<file path="config.mk">
export PLATFORM = sky130hd
export DESIGN_NAME = frac2bin_serial
export DESIGN_NICKNAME = d
export VERILOG_FILES = /design/src/rtl/frac2bin_pkg.sv /design/src/rtl/f2b_dbl_step.sv /design/src/rtl/f2b_seq.sv /design/src/rtl/f2b_collect.sv /design/src/rtl/frac2bin_serial.sv
export SDC_FILE = /design/constraint.sdc
export NUM_CORES = 1
export LEC_CHECK = 0
export ABC_AREA = 1
export BUFFER_PORTS_ARGS = -buffer_cell sky130_fd_sc_hd__buf_2
export CAP_MARGIN = 20
export CORE_ASPECT_RATIO = 1.25
export CORE_MARGIN = 2
export CORE_UTILIZATION = 45
export DETAILED_ROUTE_END_ITERATION = 7
export GPL_ROUTABILITY_DRIVEN = 0
export PLACE_DENSITY = 0.67
export SLEW_MARGIN = 20
export SYNTH_ARGS = -nofsm -noshare
export SYNTH_HDL_FRONTEND = slang
export SYNTH_SLANG_ARGS = --single-unit
export TNS_END_PERCENT = 1
</file>
<file path="constraint.sdc">
create_clock -name clk -period 1.87 [get_ports clk]
set_clock_uncertainty 0.2 [all_clocks]
set_input_delay 0.374 -clock clk [delete_from_list [all_inputs] [get_ports clk]]
set_output_delay 0.374 -clock clk [all_outputs]
set_load 0.05 [all_outputs]
</file>
<file path="src/rtl/frac2bin_pkg.sv">
package frac2bin_pkg;

    typedef enum logic [1:0] {
        ST_IDLE = 2'd0,
        ST_RUN  = 2'd1,
        ST_WRAP = 2'd2
    } f2b_state_e;

    // Requested bit count forced into the range 1..top.
    function automatic int unsigned clamp_limit(input int unsigned req,
                                                input int unsigned top);
        if (req == 0)
            return 1;
        else if (req > top)
            return top;
        else
            return req;
    endfunction

endpackage

</file>
<file path="src/rtl/f2b_dbl_step.sv">
// One doubling step: 2*rem compared against the denominator.
module f2b_dbl_step #(
    parameter int DEN  = 10000,
    parameter int IN_W = 14
) (
    input  logic [IN_W-1:0] rem_i,
    output logic            bit_o,
    output logic [IN_W-1:0] rem_o
);
    localparam logic [IN_W-1:0] DEN_W = IN_W'(DEN);

    logic            carry;
    logic [IN_W-1:0] dbl_lo;

    // The doubled value is {carry, dbl_lo}; the denominator fits in IN_W bits.
    assign carry  = rem_i[IN_W-1];
    assign dbl_lo = {rem_i[IN_W-2:0], 1'b0};

    always_comb begin
        bit_o = carry || (dbl_lo >= DEN_W);
        // Modular subtraction is exact because the true difference is below DEN.
        rem_o = bit_o ? (dbl_lo - DEN_W) : dbl_lo;
    end

endmodule

</file>
<file path="src/rtl/f2b_seq.sv">
// Controller: state machine, remainder and step counter.
module f2b_seq
    import frac2bin_pkg::*;
#(
    parameter int DEN      = 10000,
    parameter int IN_W     = 14,
    parameter int MAX_BITS = 24,
    parameter int PREC_W   = 5
) (
    input  logic              clk,
    input  logic              rst_n,
    input  logic              start,
    input  logic [IN_W-1:0]   numer,
    input  logic [PREC_W-1:0] prec,
    input  logic [IN_W-1:0]   rem_nxt,
    output logic [IN_W-1:0]   rem_q,
    output logic [PREC_W-1:0] cnt_q,
    output logic              load,
    output logic              emit,
    output logic              finish,
    output logic              busy
);
    localparam logic [IN_W:0] DEN_V = (IN_W+1)'(DEN);

    f2b_state_e        state_q, state_d;
    logic [PREC_W-1:0] lim_q, lim_d;
    logic              last_step;

    assign lim_d     = PREC_W'(clamp_limit(32'(prec), MAX_BITS));
    assign load      = (state_q == ST_IDLE) && start && ({1'b0, numer} < DEN_V);
    assign emit      = (state_q == ST_RUN);
    assign finish    = (state_q == ST_WRAP);
    assign busy      = (state_q != ST_IDLE);
    assign last_step = (rem_nxt == '0) || ((cnt_q + 1'b1) == lim_q);

    always_comb begin
        state_d = state_q;
        unique case (state_q)
            ST_IDLE: if (load) state_d = (numer == '0) ? ST_WRAP : ST_RUN;
            ST_RUN:  if (last_step) state_d = ST_WRAP;
            ST_WRAP: state_d = ST_IDLE;
            default: state_d = ST_IDLE;
        endcase
    end

    always_ff @(posedge clk or negedge rst_n) begin
        if (!rst_n) state_q <= ST_IDLE;
        else        state_q <= state_d;
    end

    always_ff @(posedge clk or negedge rst_n) begin
        if (!rst_n) begin
            rem_q <= '0;
            cnt_q <= '0;
            lim_q <= '0;
        end else if (load) begin
            rem_q <= numer;
            cnt_q <= '0;
            lim_q <= lim_d;
        end else if (emit) begin
            rem_q <= rem_nxt;
            cnt_q <= cnt_q + 1'b1;
        end
    end

endmodule

</file>
<file path="src/rtl/f2b_collect.sv">
// Output registers: serial strobe, parallel result, end status.
module f2b_collect #(
    parameter int MAX_BITS = 24,
    parameter int PREC_W   = 5
) (
    input  logic                clk,
    input  logic                rst_n,
    input  logic                load,
    input  logic                emit,
    input  logic                bit_i,
    input  logic [PREC_W-1:0]   idx,
    input  logic                finish,
    input  logic                rem_zero,
    output logic                bit_valid,
    output logic                bit_out,
    output logic                done,
    output logic                exact,
    output logic [MAX_BITS-1:0] result,
    output logic [PREC_W-1:0]   nbits
);
    logic [MAX_BITS-1:0] hit;

    // Position decode: step g lands at result[MAX_BITS-1-g].
    for (genvar g = 0; g < MAX_BITS; g++) begin : g_pos
        assign hit[MAX_BITS-1-g] = (idx == PREC_W'(g));
    end

    always_ff @(posedge clk or negedge rst_n) begin
        if (!rst_n) begin
            bit_valid <= 1'b0;
            bit_out   <= 1'b0;
            done      <= 1'b0;
            exact     <= 1'b0;
            result    <= '0;
            nbits     <= '0;
        end else begin
            bit_valid <= emit;
            bit_out   <= emit & bit_i;
            done      <= finish;
            if (load) begin
                result <= '0;
                exact  <= 1'b0;
                nbits  <= '0;
            end else if (emit) begin
                result <= result | (hit & {MAX_BITS{bit_i}});
            end
            if (finish) begin
                exact <= rem_zero;
                nbits <= idx;
            end
        end
    end

endmodule

</file>
<file path="src/rtl/frac2bin_serial.sv">
module frac2bin_serial #(
    parameter int DIGITS   = 4,
    parameter int MAX_BITS = 24,
    parameter int DEN      = 10 ** DIGITS,
    parameter int IN_W     = $clog2(DEN),
    parameter int PREC_W   = $clog2(MAX_BITS + 1)
) (
    input  logic                clk,
    input  logic                rst_n,
    input  logic                start,
    input  logic [IN_W-1:0]     numer,
    input  logic [PREC_W-1:0]   prec,
    output logic                busy,
    output logic                bit_valid,
    output logic                bit_out,
    output logic                done,
    output logic                exact,
    output logic [MAX_BITS-1:0] result,
    output logic [PREC_W-1:0]   nbits
);
    logic [IN_W-1:0]   rem_q, rem_nxt;
    logic [PREC_W-1:0] cnt_q;
    logic              step_bit, load, emit, finish;

    f2b_dbl_step #(.DEN(DEN), .IN_W(IN_W)) u_step (
        .rem_i (rem_q),
        .bit_o (step_bit),
        .rem_o (rem_nxt)
    );

    f2b_seq #(.DEN(DEN), .IN_W(IN_W), .MAX_BITS(MAX_BITS), .PREC_W(PREC_W)) u_seq (
        .clk     (clk),
        .rst_n   (rst_n),
        .start   (start),
        .numer   (numer),
        .prec    (prec),
        .rem_nxt (rem_nxt),
        .rem_q   (rem_q),
        .cnt_q   (cnt_q),
        .load    (load),
        .emit    (emit),
        .finish  (finish),
        .busy    (busy)
    );

    f2b_collect #(.MAX_BITS(MAX_BITS), .PREC_W(PREC_W)) u_col (
        .clk       (clk),
        .rst_n     (rst_n),
        .load      (load),
        .emit      (emit),
        .bit_i     (step_bit),
        .idx       (cnt_q),
        .finish    (finish),
        .rem_zero  (rem_q == '0),
        .bit_valid (bit_valid),
        .bit_out   (bit_out),
        .done      (done),
        .exact     (exact),
        .result    (result),
        .nbits     (nbits)
    );

endmodule

</file>
# Yosys cells after proc, flatten, opt, wreduce, memory -nomap -nowiden
# Cells that the tools add are included.
[op_classes] addsub=2 shifts=0 eq_ne=28 n_lt_le_gt_ge=3 bitwise_logic=3 multipliers=0 n_div=0 n_mux=17 n_reduce_logical=14
[ops] op="$mux 24" n=2
[ops] op="$logic_not 14->1" n=3
[ops] op="$mux 14" n=3
[ops] op="$eq 5x4->1 const B" n=8
[ops] op="$eq 5x5->1 const B" n=8
[ops] op="$mux 5" n=6
[ops] op="$and 24x24->24" n=1
[ops] op="$or 24x24->24" n=1
[ops] op="$eq 5x3->1 const B" n=4
[ops] op="$ge 14x14->1 const B" n=1
[ops] op="$lt 14x14->1 const B" n=1
[ops] op="$sub 14x14->14 const B" n=1
[ops] op="$eq 5x2->1 const B" n=2
[ops] op="$logic_not 5->1" n=2
[ops] op="$mux 2" n=3
[ops] op="$reduce_bool 2->1" n=3
[ops] op="$add 5x1->5 const B" n=1
[ops] op="$eq 5x1->1 const B" n=1
[ops] op="$eq 5x5->1" n=1
[ops] op="$gt 5x5->1 const B" n=1
[ops] op="$ne 2x2->1 const B" n=2
[ops] op="$pmux 2 s2" n=1
[ops] op="$eq 2x1->1 const B" n=1
[ops] op="$eq 2x2->1 const B" n=1
[ops] op="6 further kinds" n=9
[word_totals] input_bits=22 wordCells=77 latch_bits=0 mem_bits_rw=0 mem_count=0 register_bits=59 mem_bits_ro=0

# Longest topological paths before layout
# Gate-level depths: netlist of run 1.
[logic_depth] depth_word=7 mapped_depth=15

# Cells and area by module
# A second synthesis of run 1 with hierarchy kept.
[hier_totals] cells_unflattened=450 hier_area_um2=3425.8
[by_module_without_submodules] mod="f2b_seq" seq_area_each_um2=650.6 n_inst=1 area_per_inst_um2=1520.2 cells_each=196
[by_module_without_submodules] mod="f2b_collect" seq_area_each_um2=825.8 n_inst=1 area_per_inst_um2=1410.1 cells_each=148
[by_module_without_submodules] mod="f2b_dbl_step" seq_area_each_um2=0.0 n_inst=1 area_per_inst_um2=416.6 cells_each=86
[by_module_without_submodules] mod="frac2bin_serial" seq_area_each_um2=0.0 n_inst=1 area_per_inst_um2=78.8 cells_each=20

# Worst setup path after synthesis of run 1
# Ideal clock, no wire load.
[synth_path] path_kind="reg-to-reg" from="register u_seq.state_q[0]" to="register u_col.result[22]" slack_ns=-0.073 required_time_ns=1.538 setup_time_ns=0.132 arrival_time_ns=1.611 stages_incl_launch_ff=7 cell_sequence="dfrtp_1 > inv_1 > nand2_1 > nand3b_2 > inv_2 > clkbuf_1 > nor2_1"
[synth_via] elab_chain_len=4 elab_cells_between_ends=6 cone_classes="1 x eq/ne; 1 x mux; 4 x reduce/logical"
[synth_lines] item="start: declaration" line="f2b_seq.sv:25" rtl="f2b_state_e state_q, state_d;"
[synth_lines] item="start signal: assignment" line="f2b_seq.sv:48" rtl="else state_q <= state_d;"
[synth_lines] item="$logic_not 2->1" line="f2b_seq.sv:30" rtl="assign load = (state_q == ST_IDLE) && start && ({1'b0, numer} < DEN_V);"
[synth_lines] item="$logic_and 1x1->1 (2 in a row)" line="f2b_seq.sv:30"
[synth_lines] item="$mux 24 / $reduce_bool 2->1 (equally long branches)"
[synth_lines] item="end signal: assignment" line="f2b_collect.sv:45" rtl="result <= result | (hit & {MAX_BITS{bit_i}});"
[synth_lines] item="end: declaration" line="f2b_collect.sv:18" rtl="output logic [MAX_BITS-1:0] result,"
# Parallel ways exist; a longest one is shown, timed or not.
# A chain may end at the register's enable or synchronous reset.

# Worst setup path after layout of run 1
[layout_path] from="register u_seq.rem_q[4]" to="register u_seq.state_q[0]"
[layout_via] elab_chain_len=7 elab_cells_between_ends=8 cone_classes="1 x add/sub; 1 x order compare; 1 x eq/ne; 1 x mux; 4 x reduce/logical"
[layout_lines] item="start: declaration" line="f2b_seq.sv:16" rtl="output logic [IN_W-1:0] rem_q,"
[layout_lines] item="start signal: assignment" line="f2b_seq.sv:57" rtl="rem_q <= numer;"
[layout_lines] item="start signal: assignment" line="f2b_seq.sv:61" rtl="rem_q <= rem_nxt;"
[layout_lines] item="$ge 14x14->1" line="f2b_dbl_step.sv:20" rtl="bit_o = carry || (dbl_lo >= DEN_W);"
[layout_lines] item="$logic_or 1x1->1" line="f2b_dbl_step.sv:20"
[layout_lines] item="$mux 14 (*)" line="f2b_dbl_step.sv:22" rtl="rem_o = bit_o ? (dbl_lo - DEN_W) : dbl_lo;"
[layout_lines] item="$logic_not 14->1 (*)" line="f2b_seq.sv:34" rtl="assign last_step = (rem_nxt == '0) || ((cnt_q + 1'b1) == lim_q);"
[layout_lines] item="$logic_or 1x1->1 (*)" line="f2b_seq.sv:34"
[layout_lines] item="$ne 2x2->1 (no line) (*)"
[layout_lines] item="$reduce_and 2->1 (no line) (*)"
# Every way passes the cells marked *; elsewhere a longest branch is shown, timed or not.

==> results of run 1 <==
==> metal layers <==
| metal | share of wire (%) | global-route usage, % | vias up |
|---|---|---|---|
| met5 | 0 | 0 | - |
| met4 | 2.6 | 10.4 | 0 |
| met3 | 5.1 | 4.99 | 21 |
| met2 | 53 | 42.8 | 101 |
| met1 | 39 | 28.5 | 1523 |
| li1 | - | - | 1551 |
==> area by class of cell <==
type	instances	share of cell area (%)
clock buffer	9	2.69
clock inverter	7	2.52
tap	90	2.44
multi-input combinational	260	34.4
timing repair buffer	128	20.3
sequential	59	32.0
inverter	69	5.67
==> logic make-up after synthesis <==
logic type,count (synthesis),synth area share [%]
buffers and inverters,82,10.7
AND/OR/NAND/NOR,181,27.4
XOR/XNOR,10,2.68
adder cells (fa/ha/maj),6,2.30
flip-flops,59,45.1
AO/OA/AOI/OAI,62,11.7
==> repair_timing <==
item                                    in CTS  in global routing
hold endpoints to repair                    59                  0
hold buffers                                 1                  0
endpoints found under the setup margin      26                 34
pin swaps                                    4                 14
cloned                                       1                  0
setup buffers                                0                  7
gates resized for setup                     16                 23
==> critical path: stages, from the launching register on <==
cell and delay, ps:
dfrtp_1 420, inv_2 80, ha_4 170, nand3_4 100, nand3_4 110, buf_12 160
nand4_1 100, nand2_1 90, nor2_1 100, nand2_1 70, nor2_2 150, nand2_2 80
nand2_1 60, nand2_1 50
==> sequential cells by signal (all words and copies together), names as in the netlist <==
name,flops
u_col.result,24
u_seq.rem_q,14
u_col.nbits,5
u_seq.cnt_q,5
u_seq.lim_q,5
u_seq.state_q,2
u_col.bit_out,1
u_col.bit_valid,1
u_col.done,1
u_col.exact,1
==> layout by cell type (no fill, tap or decap), types with 9 or more instances in the layout <==
| cell type | n |
|---|---|
| a21oi_1 | 10 |
| a21oi_2 | 11 |
| buf_2 | 55 |
| buf_4 | 61 |
| clkbuf_8 | 9 |
| dfrtp_1 | 59 |
| inv_1 | 57 |
| inv_2 | 10 |
| nand2_1 | 82 |
| nand2_2 | 10 |
| nand3_1 | 16 |
| nand4_1 | 16 |
| nor2_1 | 27 |
| o21ai_0 | 14 |
==> worst max-delay path by stage <==
stage | start | endpoint | slack (ps) | cells after the start
6_report | u_seq.rem_q[4] | u_seq.state_q[0] | -170 | 13
3_3_place_gp | u_seq.rem_q[4] | u_seq.state_q[0] | -130 | 13
5_1_grt | u_seq.rem_q[4] | u_seq.state_q[0] | -280 | 13
2_1_floorplan | u_seq.rem_q[3] | u_seq.state_q[0] | -40 | 12
4_1_cts | u_seq.rem_q[11] | u_seq.state_q[0] | -100 | 11
3_5_place_dp | u_seq.rem_q[4] | u_seq.state_q[0] | -160 | 13
==> report_power, final <==
group          internal, mW  switching, mW  leakage (nW)
clock                 0.882          0.561         0.119
sequential             1.69          0.291         0.779
combinational          2.24           3.19          1.42
==> metrics by stage <==
stage	hold WS [ps]	power (mW)	TNS [ps]	utilization, %	setup slack [ps]
floorplan	-122	4.97	-57.8	-	-37.7
global placement	205	6.73	-313	59.1	-132
detailed placement	210	6.81	-740	59.1	-157
CTS	52.5	8.46	-173	63.7	-102
global route	69.6	9.44	-4220	65.7	-282
finish	57.6	8.86	-1400	65.7	-170
==> results.txt, run 1 <==
RR Startpoint: u_seq.rem_q[4]
Worst VDD drop: 895 µV
vias after detailed routing: 3196
RSZ-0062 raised after global routing: yes
Routed WL per cell: 14.8 µm
crit path kind: reg -> reg
grt total ovfl: 0
Period minus WS final: 2040 ps
dpl cell area: 4150 µm²
Critical Path RT: 1910 ps
antenna cells: 0
Non-Filler Instances: 622
Post-synth EDFFs: 0
pin count of the biggest net entering global routing: 60
Synth Warn #: 0
final setup fails: 28
Mapped Avg Cell Area: 8.18 µm²
H-tree depth: 3
initial antenna violation count: 0
Total GRT Usage: 24.4%
Synth cell types: 41
Initial DRC Count: 194
Nets: 555
area of the multi-input gates: 1590 µm²
Crit Reg-Reg Endpoint: u_seq.state_q[0]
Area Overhead vs Synth: 41.0%
Routed Antenna Nets: 0
PwrDens: 1920 nW/µm²
Hold Path Class: in -> reg
final wirelength: 9180 µm
final hold vios: 0
crit path max fanout: 7
share of cells above drive strength 1: 38.7%
most common cell in the synthesized netlist: nand2_1
first-pass GRT wire length: 14900 µm
Cell Rows: 34
drc violations: 0
WHS Path Cells: 3
Bufs on Longest Clock Path: 2
Slew Limit Fails: 0
CTS tree: yes
Post-DP HPWL: 6570 µm
Slew headroom: 78.2%
Die ar.: 7970 µm²
Worst setup SP type: flip-flop
fmax: 490 MHz
Core ar.: 7020 µm²
Max Cap Viol: 0
Ports: 56
worst setup margin: -170 ps
Num CTS Buffers: 9
number of global-route vias before repair: 3195
Synth top cells by count: nand2_1, inv_1, dfrtp_1
Tcrit/Tclk final: 109%
Post-synth ARST share: 100%
Cell Area, Synth: 3270 µm²
register area share after synthesis: 45.1%
# placed instances: 597
number of synthesized register bits: 59
Leakage: 2.31 nW
drt first pass iters: 4
Worst Hold End: u_seq.rem_q[0]
failing checks: setup timing
worst hold start: numer[0]
register area: 1480 µm²
Die X: 80.3 µm
fillers: 569
Die Span Y: 99.3 µm
reg-to-reg slack, setup: -170 ps
Worst Reg-to-Reg Cells: 13
Synth area leader: dfrtp_1
post-route cell area: 4610 µm²
Syn Nets: 428
Yosys top cell area share: 45.1%
clk_lat worst skew: 340 ps
CTS root buf: clkbuf_8
top post-synthesis cells by area: dfrtp_1, nand2_1, inv_1
CTS Sinks: 59
drt via density: 5.14
CP Capture Type: flip-flop
Gate Count Post-Synth: 400
Starting Density: 46.6%
PortBufs: 55
clock-pin transition on the worst setup and hold timing paths: 70 ps
critical path arrival: 2080 ps
top_reg_cell synth: dfrtp_1
Tightest Pin Transition: 327 ps
status: complete, but fails checks
Note: power is estimated with default switching activity, not from simulation.
==> inputs of run 2 (changes only) <==
--- a/config.mk
+++ b/config.mk
@@ -13,6 +13,7 @@
 export CORE_UTILIZATION = 45
 export DETAILED_ROUTE_END_ITERATION = 7
 export GPL_ROUTABILITY_DRIVEN = 0
+export MAX_ROUTING_LAYER = met4
 export PLACE_DENSITY = 0.67
 export SLEW_MARGIN = 20
 export SYNTH_ARGS = -nofsm -noshare
==> run 2 against run 1 <==
The run still ends with setup timing left. Hold slack barely moved. Critical path depth stayed put. Die area did not move. Sequential share of layout area increased by 0.052 points. Critical path type unchanged. Critical endpoint unchanged. Highest routed layer unchanged.
==> results.txt, run 2 (synthesis gave the netlist of run 1 again) <==
status: complete, but fails checks
failing checks: setup timing
Slew Limit Fails: 0
final hold vios: 0
Crit Reg-Reg Endpoint: u_seq.state_q[0]
final setup fails: 28
Leakage: 2.31 nW
Crit-path slowest cell: dfrtp_1
Worst VDD drop: 892 µV
PwrDens: 1920 nW/µm²
first-pass GRT wire length: 14900 µm
Die ar.: 7970 µm²
initial antenna violation count: 0
worst setup margin: -188 ps
Tcrit/Tclk final: 110%
Hold Path Class: in -> reg
Tightest Pin Transition: 334 ps
RSZ-0062 raised after global routing: yes
register area: 1480 µm²
fillers: 567
PortBufs: 55
Post-Route Setup TNS: -1380 ps
RR Startpoint: u_seq.rem_q[4]
CTS root buf: clkbuf_8
Worst setup SP type: flip-flop
largest registers: u_col.result x24, u_seq.rem_q x14
CTS tree: yes
Cell Rows: 34
Total GRT Usage: 25.1%
crit path buf inv count: 2
area of the multi-input gates: 1570 µm²
antenna cells: 0
Num CTS Buffers: 9
Initial DRC Count: 170
share of cells above drive strength 1: 38.5%
vias after detailed routing: 3233
grt met3 use: 4.99%
clk_lat worst skew: 340 ps
Reg with most FFs: u_col.result
Post-DP HPWL: 6570 µm
Nets: 556
fmax: 486 MHz
CTS Sinks: 59
CP top delay family: simple AND/OR/NAND/NOR gates
clock-pin transition on the worst setup and hold timing paths: 70 ps
# placed instances: 597
Ports: 56
GRT met2 Usage: 42.8%
Die X: 80.3 µm
GR peak layer: met2
Starting Density: 46.6%
crit path kind: reg -> reg
CP endpoint: u_seq.state_q[0]
Most Frequent Cell on Critical Path: nand2_1
critical path arrival: 2100 ps
reg-to-reg slack, setup: -190 ps
critical path depth in cells: 13
delay of the slowest cell on the worst path: 420 ps
Worst Reg-to-Reg Cells: 13
Core ar.: 7020 µm²
Routed WL per cell: 14.8 µm
max reg flops: 24
Slew headroom: 77.7%
Max Cap Viol: 0
commonest non-fill, non-tap cells in the layout: nand2_1, buf_4, dfrtp_1, inv_1, buf_2
grt total ovfl: 0
CP Capture Type: flip-flop
most common cell after layout, fill and taps aside: nand2_1
pin count of the biggest net entering global routing: 60
crit path max fanout: 7
H-tree depth: 3
drt via density: 5.19
drc violations: 0
Critical Path RT: 1910 ps
Period minus WS final: 2060 ps
CP Launch Point: u_seq.rem_q[4]
drt first pass iters: 4
Routed Antenna Nets: 0
Non-Filler Instances: 623
Die Span Y: 99.3 µm
met1 Usage GRT: 28.4%
Bufs on Longest Clock Path: 2
final wirelength: 9210 µm
Area Overhead vs Synth: 40.8%
cell breakdown of the critical path: inv_2, ha_4, nand3_4, nand3_4, buf_12, nand4_1, nand2_1, nor2_1, nand2_1, nor2_2, nand2_2, nand2_1, nand2_1
number of global-route vias before repair: 3203
## run 2: metrics by stage
stage | setup slack (ps) | hold slack (ps) | utilization, % | cell area, µm² | power [mW]
floorplan | -37.7 | -122 | - | 3270 | 4.97
global placement | -132 | 205 | 59.1 | 4150 | 6.73
detailed placement | -157 | 210 | 59.1 | 4150 | 6.81
CTS | -102 | 52.5 | 63.7 | 4470 | 8.46
global route | -295 | 69.7 | 65.6 | 4610 | 9.42
finish | -188 | 57.4 | 65.6 | 4610 | 8.84
## run 2: what timing repair did
item,CTS,global route
endpoints found under the hold margin,59,0
resized for setup,16,19
cloned,1,0
setup endpoints to repair,26,33
hold buffers,1,0
pin swaps,4,15
setup buffers,0,8
## run 2: metal layers
layer | routed length (µm) | part of all wire [%]
met2 | 4780 | 52
met3 | 492 | 5.3
met1 | 3670 | 40
met5 | 0 | 0
met4 | 266 | 2.9
## run 2: how the worst min path moves through the flow
stage / from / endpoint / slack [ps] / cells after the start
after floorplan: rst_n / u_col.bit_out / -120 / 0
after global placement: rst_n / u_col.result[9] / 210 / 2
after detailed placement: rst_n / u_col.result[9] / 210 / 2
after CTS: numer[0] / u_seq.rem_q[0] / 50 / 3
after global routing: numer[0] / u_seq.rem_q[0] / 70 / 3
final: numer[0] / u_seq.rem_q[0] / 60 / 3
## run 2: layout make-up
cell class,instances,area share [%]
Tap cell,90,2.44
Inverter,69,5.68
Timing Repair Buffer,129,20.4
Clock inverter,7,2.53
Multi-Input combinational cell,260,34.2
Clock buffer,9,2.69
Sequential cell,59,32.1
## run 2: worst register-to-register path, cell delays in order (launching register included)
cell and delay, ps:
dfrtp_1 420, inv_2 80, ha_4 170, nand3_4 100
nand3_4 120, buf_12 160, nand4_1 100, nand2_1 90
nor2_1 100, nand2_1 70, nor2_2 150, nand2_2 80
nand2_1 60, nand2_1 50
## run 2: power breakdown
group	switching (mW)	internal, mW
Clock	0.554	0.882
Sequential	0.289	1.69
Combinational	3.18	2.24
